`config.mk`:
```
export PLATFORM = sky130hd
export DESIGN_NAME = bseq_slave
export DESIGN_NICKNAME = d
export VERILOG_FILES = /design/src/rtl/bseq_pkg.sv /design/src/rtl/bseq_bank.sv /design/src/rtl/bseq_ctrl.sv /design/src/rtl/bseq_slave.sv
export SDC_FILE = /design/constraint.sdc
export NUM_CORES = 1
export LEC_CHECK = 0
export ABC_AREA = 1
export BUFFER_PORTS_ARGS = -buffer_cell sky130_fd_sc_hd__buf_2
export CAP_MARGIN = 30
export CORE_ASPECT_RATIO = 0.6
export CORE_MARGIN = 4
export CORE_UTILIZATION = 62
export CTS_CLUSTER_SIZE = 20
export DETAILED_ROUTE_END_ITERATION = 8
export GPL_ROUTABILITY_DRIVEN = 0
export GPL_TIMING_DRIVEN = 1
export PLACE_DENSITY = 0.77
export SETUP_SLACK_MARGIN = 0.02
export SLEW_MARGIN = 5
export SYNTH_ARGS = -nofsm -noshare
export SYNTH_HDL_FRONTEND = slang
export SYNTH_HIERARCHICAL = 1
export SYNTH_SLANG_ARGS = --single-unit
```
`constraint.sdc`:
```
create_clock -name clk -period 2.7 [get_ports clk]
set_clock_uncertainty 0.1 [all_clocks]
set_input_delay 0.54 -clock clk [delete_from_list [all_inputs] [get_ports clk]]
set_output_delay 0.54 -clock clk [all_outputs]
set_load 0.05 [all_outputs]
```
`src/rtl/bseq_pkg.sv`:
```
package bseq_pkg;

  typedef enum logic [2:0] {
    ST_IDLE,
    ST_RX_ADDR,
    ST_ACK_ADDR,
    ST_RX_DATA,
    ST_ACK_DATA,
    ST_TX_DATA,
    ST_RX_MACK
  } bseqState_t;

  // strobes from the control FSM to the register datapath
  typedef struct packed {
    logic shiftIn;     // sample one SDA bit into the receive shifter
    logic commitByte;  // a received data byte is complete
    logic txLoad;      // load the next byte to transmit
    logic txShift;     // advance the transmit shifter by one bit
    logic idxClear;    // START or STOP seen: restart byte sequence
  } bseqStrobe_t;

  localparam int unsigned BITS_PER_BYTE = 8;

endpackage

```
`src/rtl/bseq_bank.sv`:
```
module bseq_bank
  import bseq_pkg::*;
#(
  parameter int unsigned NUM_REGS   = 9,
  parameter int unsigned CTRL_IDX   = 6,
  parameter int unsigned EN_IDX     = 7,
  parameter logic [7:0]  CTRL_RESET = 8'h0F,
  parameter logic [7:0]  CTRL_WMASK = 8'h6F,
  parameter logic [7:0]  COUNT_VAL  = 8'h09
) (
  input  logic        clk,
  input  logic        rstN,
  input  bseqStrobe_t strobe,
  input  logic        sdaBit,
  input  logic        modePin,
  output logic [7:0]  rxByte,
  output logic        txBit,
  output logic [7:0]  ctrlByte,
  output logic [7:0]  enableByte
);

  localparam int unsigned CNT_W = $clog2(NUM_REGS + 3) + 1;
  localparam logic [CNT_W-1:0] CNT_MAX = '1;

  logic [NUM_REGS-1:0][7:0] regFile;
  logic [NUM_REGS-1:0][7:0] readView;
  logic [CNT_W-1:0]         xferCnt;
  logic [7:0]               txByte;
  logic [7:0]               txNext;

  // one storage byte per register; byte CTRL_IDX has a write mask
  for (genvar g = 0; g < NUM_REGS; g++) begin : g_reg
    localparam logic [7:0] RST_VAL = (g == CTRL_IDX) ? CTRL_RESET : 8'hFF;
    localparam logic [7:0] WMASK   = (g == CTRL_IDX) ? CTRL_WMASK : 8'hFF;
    logic [7:0] store;
    logic       hit;
    assign hit = strobe.commitByte && (xferCnt == CNT_W'(g + 2));
    always_ff @(posedge clk or negedge rstN) begin
      if (!rstN)    store <= RST_VAL;
      else if (hit) store <= (store & ~WMASK) | (rxByte & WMASK);
    end
    assign regFile[g] = store;
    if (g == CTRL_IDX) begin : g_mirror
      assign readView[g] = {modePin, store[6:0]};
    end else begin : g_plain
      assign readView[g] = store;
    end
  end

  // byte position within the current transfer
  always_ff @(posedge clk or negedge rstN) begin
    if (!rstN) begin
      xferCnt <= '0;
    end else if (strobe.idxClear) begin
      xferCnt <= '0;
    end else if ((strobe.commitByte || strobe.txLoad) && xferCnt != CNT_MAX) begin
      xferCnt <= xferCnt + 1'b1;
    end
  end

  always_ff @(posedge clk or negedge rstN) begin
    if (!rstN)               rxByte <= '0;
    else if (strobe.shiftIn) rxByte <= {rxByte[6:0], sdaBit};
  end

  always_comb begin
    txNext = 8'h00;
    if (xferCnt == '0) begin
      txNext = COUNT_VAL;
    end else begin
      for (int i = 0; i < NUM_REGS; i++) begin
        if (xferCnt == CNT_W'(i + 1)) txNext = readView[i];
      end
    end
  end

  always_ff @(posedge clk or negedge rstN) begin
    if (!rstN)               txByte <= 8'hFF;
    else if (strobe.txLoad)  txByte <= txNext;
    else if (strobe.txShift) txByte <= {txByte[6:0], 1'b1};
  end

  assign txBit      = txByte[7];
  assign ctrlByte   = readView[CTRL_IDX];
  assign enableByte = readView[EN_IDX];

  p_cmd_count_ignored_r2: assert property (@(posedge clk) disable iff (!rstN)
    (strobe.commitByte && xferCnt < CNT_W'(2)) |=> $stable(regFile));

  p_count_first_r3: assert property (@(posedge clk) disable iff (!rstN)
    (strobe.txLoad && xferCnt == '0) |=> (txByte == COUNT_VAL));

  p_idx_restart_r5: assert property (@(posedge clk) disable iff (!rstN)
    strobe.idxClear |=> (xferCnt == '0));

  p_overrun_dropped_r9: assert property (@(posedge clk) disable iff (!rstN)
    (strobe.commitByte && xferCnt >= CNT_W'(NUM_REGS + 2)) |=> $stable(regFile));

endmodule

```
`src/rtl/bseq_ctrl.sv`:
```
module bseq_ctrl
  import bseq_pkg::*;
#(
  parameter logic [6:0] DEV_ADDR = 7'b1101001
) (
  input  logic        clk,
  input  logic        rstN,
  input  logic        sclIn,
  input  logic        sdaIn,
  input  logic [7:0]  rxByte,
  input  logic        txBit,
  output bseqStrobe_t strobe,
  output logic        sdaBit,
  output logic        sdaDriveLow
);

  localparam logic [3:0] FULL_BYTE = 4'(BITS_PER_BYTE);

  logic [1:0]  sclSync, sdaSync;
  logic        sclD, sdaD, sclS, sdaS;
  logic        sclRise, sclFall, startDet, stopDet;
  bseqState_t  state;
  logic [3:0]  bitCnt;
  logic        readMode;
  logic        masterAck;
  logic        addrMatch;

  // two-flop synchronisers plus one history stage for edge detection
  always_ff @(posedge clk or negedge rstN) begin
    if (!rstN) begin
      sclSync <= '1;
      sdaSync <= '1;
      sclD    <= 1'b1;
      sdaD    <= 1'b1;
    end else begin
      sclSync <= {sclSync[0], sclIn};
      sdaSync <= {sdaSync[0], sdaIn};
      sclD    <= sclSync[1];
      sdaD    <= sdaSync[1];
    end
  end

  assign sclS     = sclSync[1];
  assign sdaS     = sdaSync[1];
  assign sclRise  = sclS && !sclD;
  assign sclFall  = !sclS && sclD;
  assign startDet = sclS && sclD && sdaD && !sdaS;
  assign stopDet  = sclS && sclD && !sdaD && sdaS;
  assign addrMatch = (rxByte[7:1] == DEV_ADDR);
  assign sdaBit   = sdaS;

  always_comb begin
    strobe = '0;
    strobe.idxClear = startDet || stopDet;
    if (!startDet && !stopDet) begin
      unique case (state)
        ST_RX_ADDR:  strobe.shiftIn = sclRise;
        ST_RX_DATA: begin
          strobe.shiftIn    = sclRise;
          strobe.commitByte = sclFall && (bitCnt == FULL_BYTE);
        end
        ST_ACK_ADDR: strobe.txLoad  = sclFall && readMode;
        ST_TX_DATA:  strobe.txShift = sclFall && (bitCnt != FULL_BYTE);
        ST_RX_MACK:  strobe.txLoad  = sclFall && masterAck;
        default: ;
      endcase
    end
  end

  always_ff @(posedge clk or negedge rstN) begin
    if (!rstN) begin
      state     <= ST_IDLE;
      bitCnt    <= '0;
      readMode  <= 1'b0;
      masterAck <= 1'b0;
    end else if (stopDet) begin
      state <= ST_IDLE;
    end else if (startDet) begin
      state  <= ST_RX_ADDR;
      bitCnt <= '0;
    end else begin
      unique case (state)
        ST_RX_ADDR: begin
          if (sclRise) begin
            bitCnt <= bitCnt + 1'b1;
          end else if (sclFall && bitCnt == FULL_BYTE) begin
            if (addrMatch) begin
              readMode <= rxByte[0];
              state    <= ST_ACK_ADDR;
            end else begin
              state <= ST_IDLE;
            end
          end
        end
        ST_ACK_ADDR: begin
          if (sclFall) begin
            bitCnt <= '0;
            state  <= readMode ? ST_TX_DATA : ST_RX_DATA;
          end
        end
        ST_RX_DATA: begin
          if (sclRise) bitCnt <= bitCnt + 1'b1;
          else if (sclFall && bitCnt == FULL_BYTE) state <= ST_ACK_DATA;
        end
        ST_ACK_DATA: begin
          if (sclFall) begin
            bitCnt <= '0;
            state  <= ST_RX_DATA;
          end
        end
        ST_TX_DATA: begin
          if (sclRise) bitCnt <= bitCnt + 1'b1;
          else if (sclFall && bitCnt == FULL_BYTE) state <= ST_RX_MACK;
        end
        ST_RX_MACK: begin
          if (sclRise) begin
            masterAck <= !sdaS;
          end else if (sclFall) begin
            if (masterAck) begin
              bitCnt <= '0;
              state  <= ST_TX_DATA;
            end else begin
              state <= ST_IDLE;
            end
          end
        end
        default: state <= ST_IDLE;
      endcase
    end
  end

  assign sdaDriveLow = (state == ST_ACK_ADDR) || (state == ST_ACK_DATA) ||
                       ((state == ST_TX_DATA) && !txBit);

  p_ack_needs_match_r1: assert property (@(posedge clk) disable iff (!rstN)
    (state == ST_ACK_ADDR) |-> (rxByte[7:1] == DEV_ADDR));

  p_nack_ends_read_r4: assert property (@(posedge clk) disable iff (!rstN)
    (state == ST_RX_MACK && sclFall && !masterAck && !startDet && !stopDet)
      |=> (state == ST_IDLE && !sdaDriveLow));

  p_sda_hold_scl_high_r10: assert property (@(posedge clk) disable iff (!rstN)
    (sclS && $past(sclS)) |-> $stable(sdaDriveLow));

endmodule

```
`src/rtl/bseq_slave.sv`:
```
module bseq_slave
  import bseq_pkg::*;
#(
  parameter logic [6:0]  DEV_ADDR  = 7'b1101001,
  parameter int unsigned NUM_REGS  = 9,
  parameter logic [7:0]  COUNT_VAL = 8'h09
) (
  input  logic       clk,
  input  logic       rstN,
  input  logic       sclIn,
  input  logic       sdaIn,
  input  logic       modePin,
  output logic       sdaDriveLow,
  output logic [7:0] ctrlByte,
  output logic [7:0] enableByte
);

  bseqStrobe_t strobe;
  logic [7:0]  rxByte;
  logic        txBit;
  logic        sdaBit;

  bseq_ctrl #(
    .DEV_ADDR (DEV_ADDR)
  ) u_ctrl (
    .clk         (clk),
    .rstN        (rstN),
    .sclIn       (sclIn),
    .sdaIn       (sdaIn),
    .rxByte      (rxByte),
    .txBit       (txBit),
    .strobe      (strobe),
    .sdaBit      (sdaBit),
    .sdaDriveLow (sdaDriveLow)
  );

  bseq_bank #(
    .NUM_REGS   (NUM_REGS),
    .CTRL_IDX   (6),
    .EN_IDX     (7),
    .CTRL_RESET (8'h0F),
    .CTRL_WMASK (8'h6F),
    .COUNT_VAL  (COUNT_VAL)
  ) u_bank (
    .clk        (clk),
    .rstN       (rstN),
    .strobe     (strobe),
    .sdaBit     (sdaBit),
    .modePin    (modePin),
    .rxByte     (rxByte),
    .txBit      (txBit),
    .ctrlByte   (ctrlByte),
    .enableByte (enableByte)
  );

endmodule

```
==> Implementation_results.wiki, run 1 <==
{| class="wikitable"
! Metric !! Value
|-
| Gate Count Post-Synth || between 600 and 700
|-
| Maximum cell stage delay along the critical path || ~0.5 ns
|-
| Max Root-Sink Buffers || 2
|-
| Setup repair after global routing missed its margin || false
|-
| Share of the clock period used by the worst path || a little under nine tenths
|-
| Area growth from synthesis to layout || 8.61%
|-
| Kind of start point of the critical path || flop
|-
| Buffers inserted by post-CTS timing repair || 0
|-
| Cell types occupying the most area after synthesis || dfstp_2, nand2_1, dfrtp_1
|-
| Distinct cell type count after synthesis || 32
|-
| Most frequent cell after synthesis || nand2_1
|-
| Antenna violations before repair || 0
|-
| Worst setup margin || slightly below 0.4 ns
|-
| Tightest slew margin relative to the limit || between 40% and 50%
|-
| P_leak || roughly 2.6 nW
|-
| CTS tree || done
|-
| Largest driver fanout on the critical path || 7
|-
| Total power per unit cell area || between 500 and 600 nW/um^2
|-
| Number of fillers in the final layout || 656
|-
| Commonest cells in the synthesized netlist || nand2_1, o21ai_0, dfstp_2
|-
| First-pass GRT wire length || roughly 22000 um
|-
| Run status || finished clean
|-
| HPWL Detailed || 9610 um
|-
| Total negative slack for setup checks || 0 ns
|-
| Post-detailed-routing wire length || approximately 14000 um
|-
| Max-cap viol count || 0
|-
| DRC || 0
|-
| Data arrival time of the worst path || ~1.7 ns
|-
| Min cycle time layout || between 2 and 2.5 ns
|-
| Initial DRC count || 558
|-
| Clock root buffer master || clkbuf_16
|-
| Initial DRT Pass Iterations || 5
|-
| Skew-Pair Late Insertion Delay || around 0.35 ns
|-
| Proportion of synthesized flip-flops having asynchronous set or reset || 100%
|-
| Standard cell core area || between 8000 and 9000 um^2
|-
| Max VDD drop || approximately 0.32 mV
|-
| CP max-delay cell || dfrtp_1
|-
| Total clock buffers created by CTS || 9
|-
| Pin count of the biggest net entering global routing || 48
|-
| Number of vias in the routed layout || roughly 4700
|-
| CTS Hold Buffers Added || 0
|-
| Register bit count reported by yosys || ~110
|-
| Number of warnings reported in the yosys synthesis log || 6
|-
| Top_reg_cell synth || dfstp_2
|-
| Htree depth || 3
|-
| Data required, critical path || around 2.1 ns
|-
| Die area || 10400 um^2
|-
| Final count of hold timing violations || 0
|-
| Number of nets produced by synthesis || 709
|-
| Startpoint of the most critical register-to-register path || u_bank/xferCnt[0]$_DFFE_PN0P_
|-
| Crit path kind || flop to primary output
|-
| Vias per cell || about 5.7
|-
| Portion of synthesized cell area occupied by the leading cell type || ~40%
|-
| Number of enable-type register cells in the synthesized netlist || 0
|-
| Worst slew pin tran || between 0.8 and 0.9 ns
|-
| Cell Chain, Critical Path || inv_2, nor2_2, nand2_1, o21ai_0, buf_2
|-
| Floorplan die width || 129 um
|-
| Starting Density || a little under two thirds
|-
| Gr usage total || 28.0%
|-
| Vias in the first global route || 4299
|-
| Final max-slew violation count || 0
|-
| Source of the critical timing path || u_ctrl/state[2]$_DFFE_PN0P_
|-
| Die span in y || around 81 um
|-
| Clock transition at the register clock pins on the worst setup and hold paths after CTS || about 0.070 ns
|-
| Seq/Total Area, Yosys || between 50% and 60%
|-
| CTS resizes || 0
|-
| Endpoint class of the critical path || primary output
|-
| Library cell with the largest summed area after synthesis || dfstp_2
|-
| Antenna diode count || 0
|-
| Share of final-layout standard cells stronger than drive strength 1 || between 20% and 30%
|-
| Setup WS pre-CTS || just under 0.5 ns
|-
| Net count reported at finish || 727
|-
| Number of setup violations in the final report || 0
|-
| Port buffer count || 20
|-
| Worst hold path type || input port to async pin
|-
| Mean cell area of the mapped netlist || about 7.8 um^2
|-
| Number of top-level pins || 22
|-
| Num Clock Sinks || about 110
|-
| Grt ovf || 0
|-
| Num rows || 26
|-
| Remaining antenna violation count after routing || 0
|-
| Top achievable clock speed || around 430 MHz
|-
| DR WL/cell || about 16 um
|-
| Area of the mapped netlist || approximately 5400 um^2
|}
## cell type report
cell class / count / area [um^2] / share of cell area [%]
Sequential cell: 106 / 2760 / 46.6
Timing Repair Buffer: 26 / 160 / 2.71
Clock inverter: 5 / 37.5 / 0.634
Inverter: 87 / 329 / 5.56
Tap cell: 112 / 140 / 2.37
Multi-Input combinational cell: 485 / 2250 / 38.1
Clock buffer: 11 / 243 / 4.10
## state kept, by name, indices dropped and copies added, names as in the netlist
name / count
u_bank/enableByte: 8
u_bank/g.store: 62
u_bank/rxByte: 8
u_bank/txByte: 8
u_bank/xferCnt: 5
u_ctrl/bitCnt: 4
u_ctrl/masterAck: 1
u_ctrl/readMode: 1
u_ctrl/sclD: 1
u_ctrl/sclSync: 2
u_ctrl/sdaD: 1
u_ctrl/sdaSync: 2
u_ctrl/state: 3
## worst max-delay path: cells and delay by family (launching register included)
family | cells | cell delay [ns]
and+or+nand+nor | 2 | 0.24
DFF | 1 | 0.50
AOI/OAI and AO/OA | 1 | 0.16
buffers and inverters | 2 | 0.42
## final timing paths
path	endpoint	slack (ns)	depth (start not counted)
min in group clk	u_ctrl/sclSync[0]$_DFF_PN1_	0.19	1
worst max register to register	u_bank/txByte[6]$_DFFE_PN1P_	0.45	16
worst min-delay path	u_bank/xferCnt[1]$_DFFE_PN0P_	0.04	1
worst min register to register	u_ctrl/sdaSync[1]$_DFF_PN1_	0.26	0
worst max-delay path	sdaDriveLow	0.40	5
max in group asynchronous	u_bank/g_reg[0].store[0]$_DFFE_PN1P_	1.70	2
## cell families after synthesis
family	synth area share [%]
AO/OA/AOI/OAI	12.7
other	0.0688
adder cells (fa/ha/maj)	1.61
buffers and inverters	8.08
flip-flops	50.6
AND/OR/NAND/NOR	26.7
XOR/XNOR	0.322
## power by group
part	total, mW	internal [mW]	switching [mW]
clock	1.24	0.657	0.584
combinational	0.101	0.0201	0.0808
sequential	1.63	1.61	0.0154
## metrics by stage
step	power [mW]	std cells	util [%]	area [um^2]	hold slack [ns]
finish	2.97	832	69.4	5920	0.0381
global placement	1.75	816	66.1	5640	0.246
global route	3.07	832	69.4	5920	0.0580
floorplan	1.69	697	-	5450	0.144
CTS	2.99	832	69.4	5920	0.0459
detailed placement	1.75	816	66.1	5640	0.255
## metal layers
metal  GRT usage (%)  vias up  share of wire [%]
met4            5.77        0                1.1
met1            44.4     2257                 48
li1                -     2231                  -
met3            5.78       16                9.6
met5               0        -                  0
met2            39.2      235                 41
## placed cells by master, fill, tap and decap left out, types with 4 or more instances in the layout
master / Yosys / routed
inv_2: 9 / 9
o21ai_0: 93 / 93
buf_2: 5 / 19
dfstp_2: 82 / 82
nor3_1: 5 / 5
nor2_1: 40 / 40
nand4_1: 4 / 4
ha_1: 7 / 7
nor2_4: 4 / 4
nand2_1: 236 / 236
nand3_2: 4 / 4
o21bai_1: 4 / 4
nand3_1: 35 / 35
buf_4: 3 / 6
inv_1: 75 / 75
nor2_2: 4 / 4
or2_2: 6 / 6
a21oi_1: 26 / 26
clkbuf_16: 0 / 9
dfrtp_1: 24 / 24
No activity file was read; power rests on OpenSTA's default activity.
==> run 2, diff against run 1 <==
--- a/config.mk
+++ b/config.mk
@@ -16,7 +16,7 @@
 export GPL_ROUTABILITY_DRIVEN = 0
 export GPL_TIMING_DRIVEN = 1
 export PLACE_DENSITY = 0.77
-export SETUP_SLACK_MARGIN = 0.02
+export SETUP_SLACK_MARGIN = 0.4
 export SLEW_MARGIN = 5
 export SYNTH_ARGS = -nofsm -noshare
 export SYNTH_HDL_FRONTEND = slang
==> run 2 against run 1 <==
Global-route usage shrank 0.097 points. Combinational power is essentially flat. Cell count grew 0.48%. First-iteration DRC count grew 29%. Via count grew 1.8%. Die area is the same. Register-to-register slack gained 0.07 ns. Critical endpoint unchanged. Largest cell class unchanged. Largest power group unchanged.
==> Implementation_results.wiki, run 2 (synthesized netlist as in run 1, its figures left out) <==
{| class="wikitable"
! Metric !! Value
|-
| Final max-slew violation count || 0
|-
| Gate power share || roughly 3.5%
|-
| Endpoint class of the critical path || primary output
|-
| Setup repair after global routing missed its margin || true
|-
| Post-detailed-routing wire length || 14000 um
|-
| P_leak || 2.64 nW
|-
| Clock group share of total power || roughly two fifths
|-
| Tightest slew margin relative to the limit || 47.3%
|-
| Clock root buffer master || clkbuf_16
|-
| Most used cells in the layout excluding fill and tap cells || nand2_1, o21ai_0, dfstp_2, inv_1, nor2_1
|-
| Starting Density || 63.9%
|-
| Port buffer count || 20
|-
| HPWL Detailed || approximately 9600 um
|-
| Gr usage total || 27.9%
|-
| Initial DRC count || 719
|-
| Largest driver fanout on the critical path || 8
|-
| Net count reported at finish || 732
|-
| Total negative slack for setup checks || 0 ns
|-
| Total clock buffers created by CTS || 9
|-
| Top register by number of flip-flops || u_bank/g.store
|-
| Clock transition at the register clock pins on the worst setup and hold paths after CTS || roughly 0.07 ns
|-
| Die area || 10400 um^2
|-
| Data required, critical path || around 2.1 ns
|-
| Data arrival time of the worst path || ~1.6 ns
|-
| Remaining antenna violation count after routing || 0
|-
| Number of vias in the routed layout || about 4800
|-
| First-pass GRT wire length || roughly 22000 um
|-
| Worst hold path type || input port to async pin
|-
| Vias per cell || 5.77
|-
| Area growth from synthesis to layout || 9.94%
|-
| CTS Hold Buffers Added || 0
|-
| Worst slew pin tran || slightly below 0.8 ns
|-
| Skew-Pair Late Insertion Delay || 0.35 ns
|-
| Proportion of total power due to net switching || around 22%
|-
| Num Clock Sinks || between 100 and 150
|-
| Crit path kind || flop to primary output
|-
| Die span in y || 80.6 um
|-
| Standard cell core area || between 8000 and 9000 um^2
|-
| Total power after layout || 2.98 mW
|-
| Min cycle time layout || around 2.2 ns
|-
| Floorplan die width || ~130 um
|-
| Number of setup violations in the final report || 0
|-
| Share of the clock period used by the worst path || around 83%
|-
| Reg2Reg Depth || 12
|-
| Share of final-layout standard cells stronger than drive strength 1 || 24.0%
|-
| Internal cell power || roughly 2.3 mW
|-
| DR WL/cell || about 17 um
|-
| Register-to-register setup slack || 0.52 ns
|-
| Grt ovf || 0
|-
| Max Root-Sink Buffers || 2
|-
| Crit path to || sdaDriveLow
|-
| Final count of hold timing violations || 0
|-
| Max-cap viol count || 0
|-
| Antenna violations before repair || 0
|-
| Net load switching power || 0.671 mW
|-
| Run status || finished clean
|-
| Number of top-level pins || 22
|-
| Startpoint of the most critical register-to-register path || u_ctrl/bitCnt[0]$_DFFE_PN0P_
|-
| Commonest non-fill, non-tap cell in the layout || nand2_1
|-
| Vias in the first global route || between 4000 and 5000
|-
| Initial DRT Pass Iterations || 7
|-
| Source of the critical timing path || u_ctrl/state[0]$_DFFE_PN0P_
|-
| Pin count of the biggest net entering global routing || 53
|-
| Reg-to-reg endpoint || u_bank/xferCnt[3]$_DFFE_PN0P_
|-
| Num rows || 26
|-
| Kind of start point of the critical path || flop
|-
| Top achievable clock speed || 447 MHz
|-
| CTS tree || done
|-
| DRC || 0
|-
| Post-route design area || 5990 um^2
|-
| Sequential group share of total power || 54.5%
|-
| Area after DPL || between 5000 and 6000 um^2
|-
| Flip-flop count of the largest register after layout || 62
|-
| Total power per unit cell area || 498 nW/um^2
|-
| Max VDD drop || 0.410 mV
|-
| Antenna diode count || 0
|-
| Htree depth || 3
|}
-- run 2: layer usage --
metal | global-route usage, % | wire (um) | vias up | share of wire [%]
li1 | - | - | 2235 | -
met1 | 43.4 | 6580 | 2293 | 47
met2 | 39.3 | 5770 | 266 | 41
met3 | 6.64 | 1440 | 30 | 10
met4 | 5.77 | 187 | 0 | 1.3
met5 | 0 | 0 | - | 0
-- run 2: final cells by class --
cell class / instances / area [um^2]
Inverter: 87 / 333
Clock inverter: 3 / 22.5
Clock buffer: 12 / 258
Timing Repair Buffer: 30 / 194
Sequential cell: 106 / 2760
Multi-Input combinational cell: 485 / 2280
Fill cell: 678 / 2530
Timing Repair inverter: 1 / 5.00
Tap cell: 112 / 140
-- run 2: worst min path at each step --
stage	endpoint	slack [ns]	cells past startpoint
CTS	u_bank/xferCnt[1]$_DFFE_PN0P_	0.03	1
floorplan	u_bank/g_reg[6].store[5]$_DFFE_PN0P_	0.14	0
finish	u_bank/xferCnt[1]$_DFFE_PN0P_	0.02	1
global placement	u_ctrl/sclSync[1]$_DFF_PN1_	0.27	0
detailed placement	u_ctrl/sclSync[1]$_DFF_PN1_	0.27	0
global route	u_bank/xferCnt[4]$_DFFE_PN0P_	0.05	1
-- run 2: through the flow --
| stage | hold slack [ns] | cells | worst slack, ns | utilization [%] |
|---|---|---|---|---|
| after global placement | 0.266 | 816 | 0.559 | 66.1 |
| after CTS | 0.0318 | 831 | 0.422 | 69.4 |
| after global routing | 0.0474 | 836 | 0.351 | 70.3 |
| final | 0.0195 | 836 | 0.461 | 70.3 |
| after floorplan | 0.144 | 697 | 0.630 | - |
| after detailed placement | 0.265 | 816 | 0.457 | 66.1 |
-- run 2: critical path, stage by stage, from the launching register on --
cell and delay [ns]:
dfrtp_1 0.50, inv_4 0.15, nand3_2 0.10, nand2_1 0.10
inv_1 0.07, o21ai_1 0.07, buf_2 0.27
-- run 2: power groups by stage --
| stage | Sequential [mW] | Combinational [mW] | Clock (mW) |
|---|---|---|---|
| global route | 1.63 | 0.115 | 1.34 |
| global placement | 1.65 | 0.0998 | 0 |
| finish | 1.62 | 0.104 | 1.25 |
| detailed placement | 1.65 | 0.104 | 0 |
| floorplan | 1.64 | 0.0457 | 0 |
| CTS | 1.62 | 0.104 | 1.27 |
-- run 2: timing repair --
item | 4_1_cts | 5_1_grt
setup buffers | 0 | 4
endpoints found under the setup margin | 0 | 30
endpoints found under the hold margin | 0 | 0
gates resized for setup | 0 | 16
==> run 3, diff against run 2 <==
==> constraint.sdc (replaced) <==
create_clock -name clk -period 2.2 [get_ports clk]
set_clock_uncertainty 0.1 [all_clocks]
set_input_delay 0.44 -clock clk [delete_from_list [all_inputs] [get_ports clk]]
set_output_delay 0.44 -clock clk [all_outputs]
set_load 0.05 [all_outputs]
==> run 3 against run 2 <==
Highest routed layer unchanged. Via count increased by 22%. First-iteration DRC count grew 40%. Critical path depth is 4 higher. Setup slack lost 0.41 ns. Combinational power is 71% higher. Cell count is 6.7% higher. Sequential power rose by 23%. Utilization rose by 17 points. Wire length is 45% higher. Worst hold slack improved by 0.056 ns.
==> Implementation_results.wiki, run 3 (synthesized netlist as in run 1, its figures left out) <==
{| class="wikitable"
! Metric !! Value
|-
| Largest driver fanout on the critical path || 8
|-
| Die span in y || ~81 um
|-
| Port buffer count || 20
|-
| Total negative slack for setup checks || 0 ns
|-
| Min cycle time layout || about 2.1 ns
|-
| DR WL/cell || 22.8 um
|-
| Total clock buffers created by CTS || 9
|-
| Setup WS pre-CTS || -0.0134 ns
|-
| Initial DRT Pass Iterations || 7
|-
| Worst setup margin || 0.0511 ns
|-
| Antenna violations before repair || 0
|-
| Maximum cell stage delay along the critical path || roughly 0.47 ns
|-
| Floorplan die width || 129 um
|-
| Vias in the first global route || approximately 4700
|-
| Cell Chain, Critical Path || inv_2, nor2_1, inv_1, nor2_4, inv_1, nand2_1, inv_1, nand3_1, nand2_1, a21oi_2
|-
| CP max-delay cell || dfrtp_1
|-
| Vias per cell || approximately 6.6
|-
| Clock root buffer master || clkbuf_16
|-
| Endpoint class of the critical path || flop
|-
| Total power per unit cell area || 508 nW/um^2
|-
| Net count reported at finish || around 790
|-
| Number of setup violations in the final report || 0
|-
| Die area || roughly 10000 um^2
|-
| Max Root-Sink Buffers || 2
|-
| HPWL Detailed || 9520 um
|-
| Htree depth || 3
|-
| P_leak || around 3.3 nW
|-
| Post-route design area || 7440 um^2
|-
| Num rows || 26
|-
| Starting Density || 63.9%
|-
| Num Clock Sinks || 106
|-
| Run status || finished clean
|-
| Pin count of the biggest net entering global routing || 71
|-
| Number of vias in the routed layout || approximately 6000
|-
| Worst hold path type || input port to flop
|-
| Area growth from synthesis to layout || 36.6%
|-
| Antenna diode count || 0
|-
| Cell repeated most along the worst path || inv_1
|-
| Tightest slew margin relative to the limit || around 54%
|-
| Max-cap viol count || 0
|-
| CTS tree || done
|-
| Initial DRC count || 1008
|-
| Crit path kind || flop to flop
|-
| Worst slew pin tran || roughly 0.69 ns
|-
| Largest delay contributor family on the critical path || simple AND/OR/NAND/NOR gates
|-
| DRC || 0
|-
| Final count of hold timing violations || 0
|-
| Post-detailed-routing wire length || around 20000 um
|-
| Setup repair after global routing missed its margin || true
|-
| Data arrival time of the worst path || 2.34 ns
|-
| Max VDD drop || 0.467 mV
|-
| Number of top-level pins || 22
|-
| Total power after layout || around 3.8 mW
|-
| Top register by number of flip-flops || u_bank/g.store
|-
| Clock transition at the register clock pins on the worst setup and hold paths after CTS || 0.08 ns
|-
| Most used cells in the layout excluding fill and tap cells || nand2_1, dfstp_2, inv_1, buf_4, o21ai_0
|-
| Final max-slew violation count || 0
|-
| Remaining antenna violation count after routing || 0
|-
| Gr usage total || between 30% and 40%
|-
| Data required, critical path || 2.39 ns
|-
| Standard cell core area || around 8500 um^2
|-
| First-pass GRT wire length || 24600 um
|-
| Top achievable clock speed || around 470 MHz
|-
| Commonest non-fill, non-tap cell in the layout || nand2_1
|-
| Kind of start point of the critical path || flop
|-
| Flip-flop count of the largest register after layout || between 60 and 70
|-
| Share of final-layout standard cells stronger than drive strength 1 || slightly below 50%
|-
| Total buffers and inverters traversed by the critical path || 4
|-
| Share of the clock period used by the worst path || 97.7%
|-
| Register-to-register setup slack || between 0.05 and 0.06 ns
|-
| Area after DPL || around 5700 um^2
|-
| Grt ovf || 0
|-
| Skew-Pair Late Insertion Delay || 0.36 ns
|}
run 3: changes by cell type in the layout (fill, tap and decap cells not counted), moves of 11 or more:
cell | before | now
o21ai_1 | 4 | 24
nand2_4 | 2 | 24
nand3_2 | 4 | 16
inv_1 | 75 | 64
nor2_4 | 5 | 24
nand2_2 | 5 | 36
a21oi_1 | 26 | 15
nor2_1 | 37 | 22
nand2_1 | 233 | 176
o21ai_0 | 89 | 39
o21ai_2 | 3 | 33
nand3_1 | 35 | 23
buf_4 | 9 | 39
run 3: where the power goes:
group	switching (mW)	leakage [nW]	total [mW]	internal (mW)
Combinational	0.135	1.98	0.178	0.0438
Sequential	0.0236	1.17	2.00	1.97
Clock	0.807	0.139	1.61	0.800
Total	0.966	3.29	3.78	2.82
run 3: per-layer routing:
| layer | vias up | wire length (um) | GRT usage [%] |
|---|---|---|---|
| li1 | 2370 | - | - |
| met1 | 2733 | 7470 | 44.3 |
| met2 | 614 | 8510 | 45.4 |
| met3 | 182 | 2940 | 9.50 |
| met4 | 0 | 1380 | 11.4 |
| met5 | - | 0 | 0 |
run 3: what timing repair did:
| action | CTS | global route |
|---|---|---|
| buffers inserted | 27 | 18 |
| cloned | 1 | 9 |
| hold buffers | 1 | 0 |
| endpoints found under the hold margin | 14 | 0 |
| pin swaps | 28 | 38 |
| endpoints found under the setup margin | 84 | 85 |
| resized for setup | 98 | 188 |
run 3: worst paths after layout:
check                      cells past startpoint                           end                          start
setup / recovery                              10  u_bank/txByte[1]$_DFFE_PN1P_  u_bank/xferCnt[3]$_DFFE_PN0P_
hold / removal                                 1   u_ctrl/sclSync[0]$_DFF_PN1_                          sclIn
setup reg to reg                              10  u_bank/txByte[1]$_DFFE_PN1P_  u_bank/xferCnt[3]$_DFFE_PN0P_
hold reg to reg                                0   u_ctrl/sdaSync[1]$_DFF_PN1_    u_ctrl/sdaSync[0]$_DFF_PN1_
max in group asynchronous                      3  u_bank/txByte[3]$_DFFE_PN1P_                           rstN
min in group asynchronous                      2  u_bank/rxByte[6]$_DFFE_PN0P_                           rstN
run 3: metrics by stage:
stage / cells / hold WS (ns) / util (%)
after floorplan: 697 / 0.0444 / -
after global placement: 820 / 0.247 / 66.8
after detailed placement: 820 / 0.249 / 66.8
after CTS: 865 / 0.0713 / 76.8
after global routing: 892 / 0.0678 / 87.3
final: 892 / 0.0755 / 87.3
run 3: layout make-up:
type                       count  area (um^2)
sequential                   106         2760
clock buffer                  10          229
tap                          112          140
multi-input combinational    491         3140
inverter                      87          354
clock inverter                 6         58.8
timing repair buffer          79          758
timing repair inverter         1         5.00
fill                         373         1080
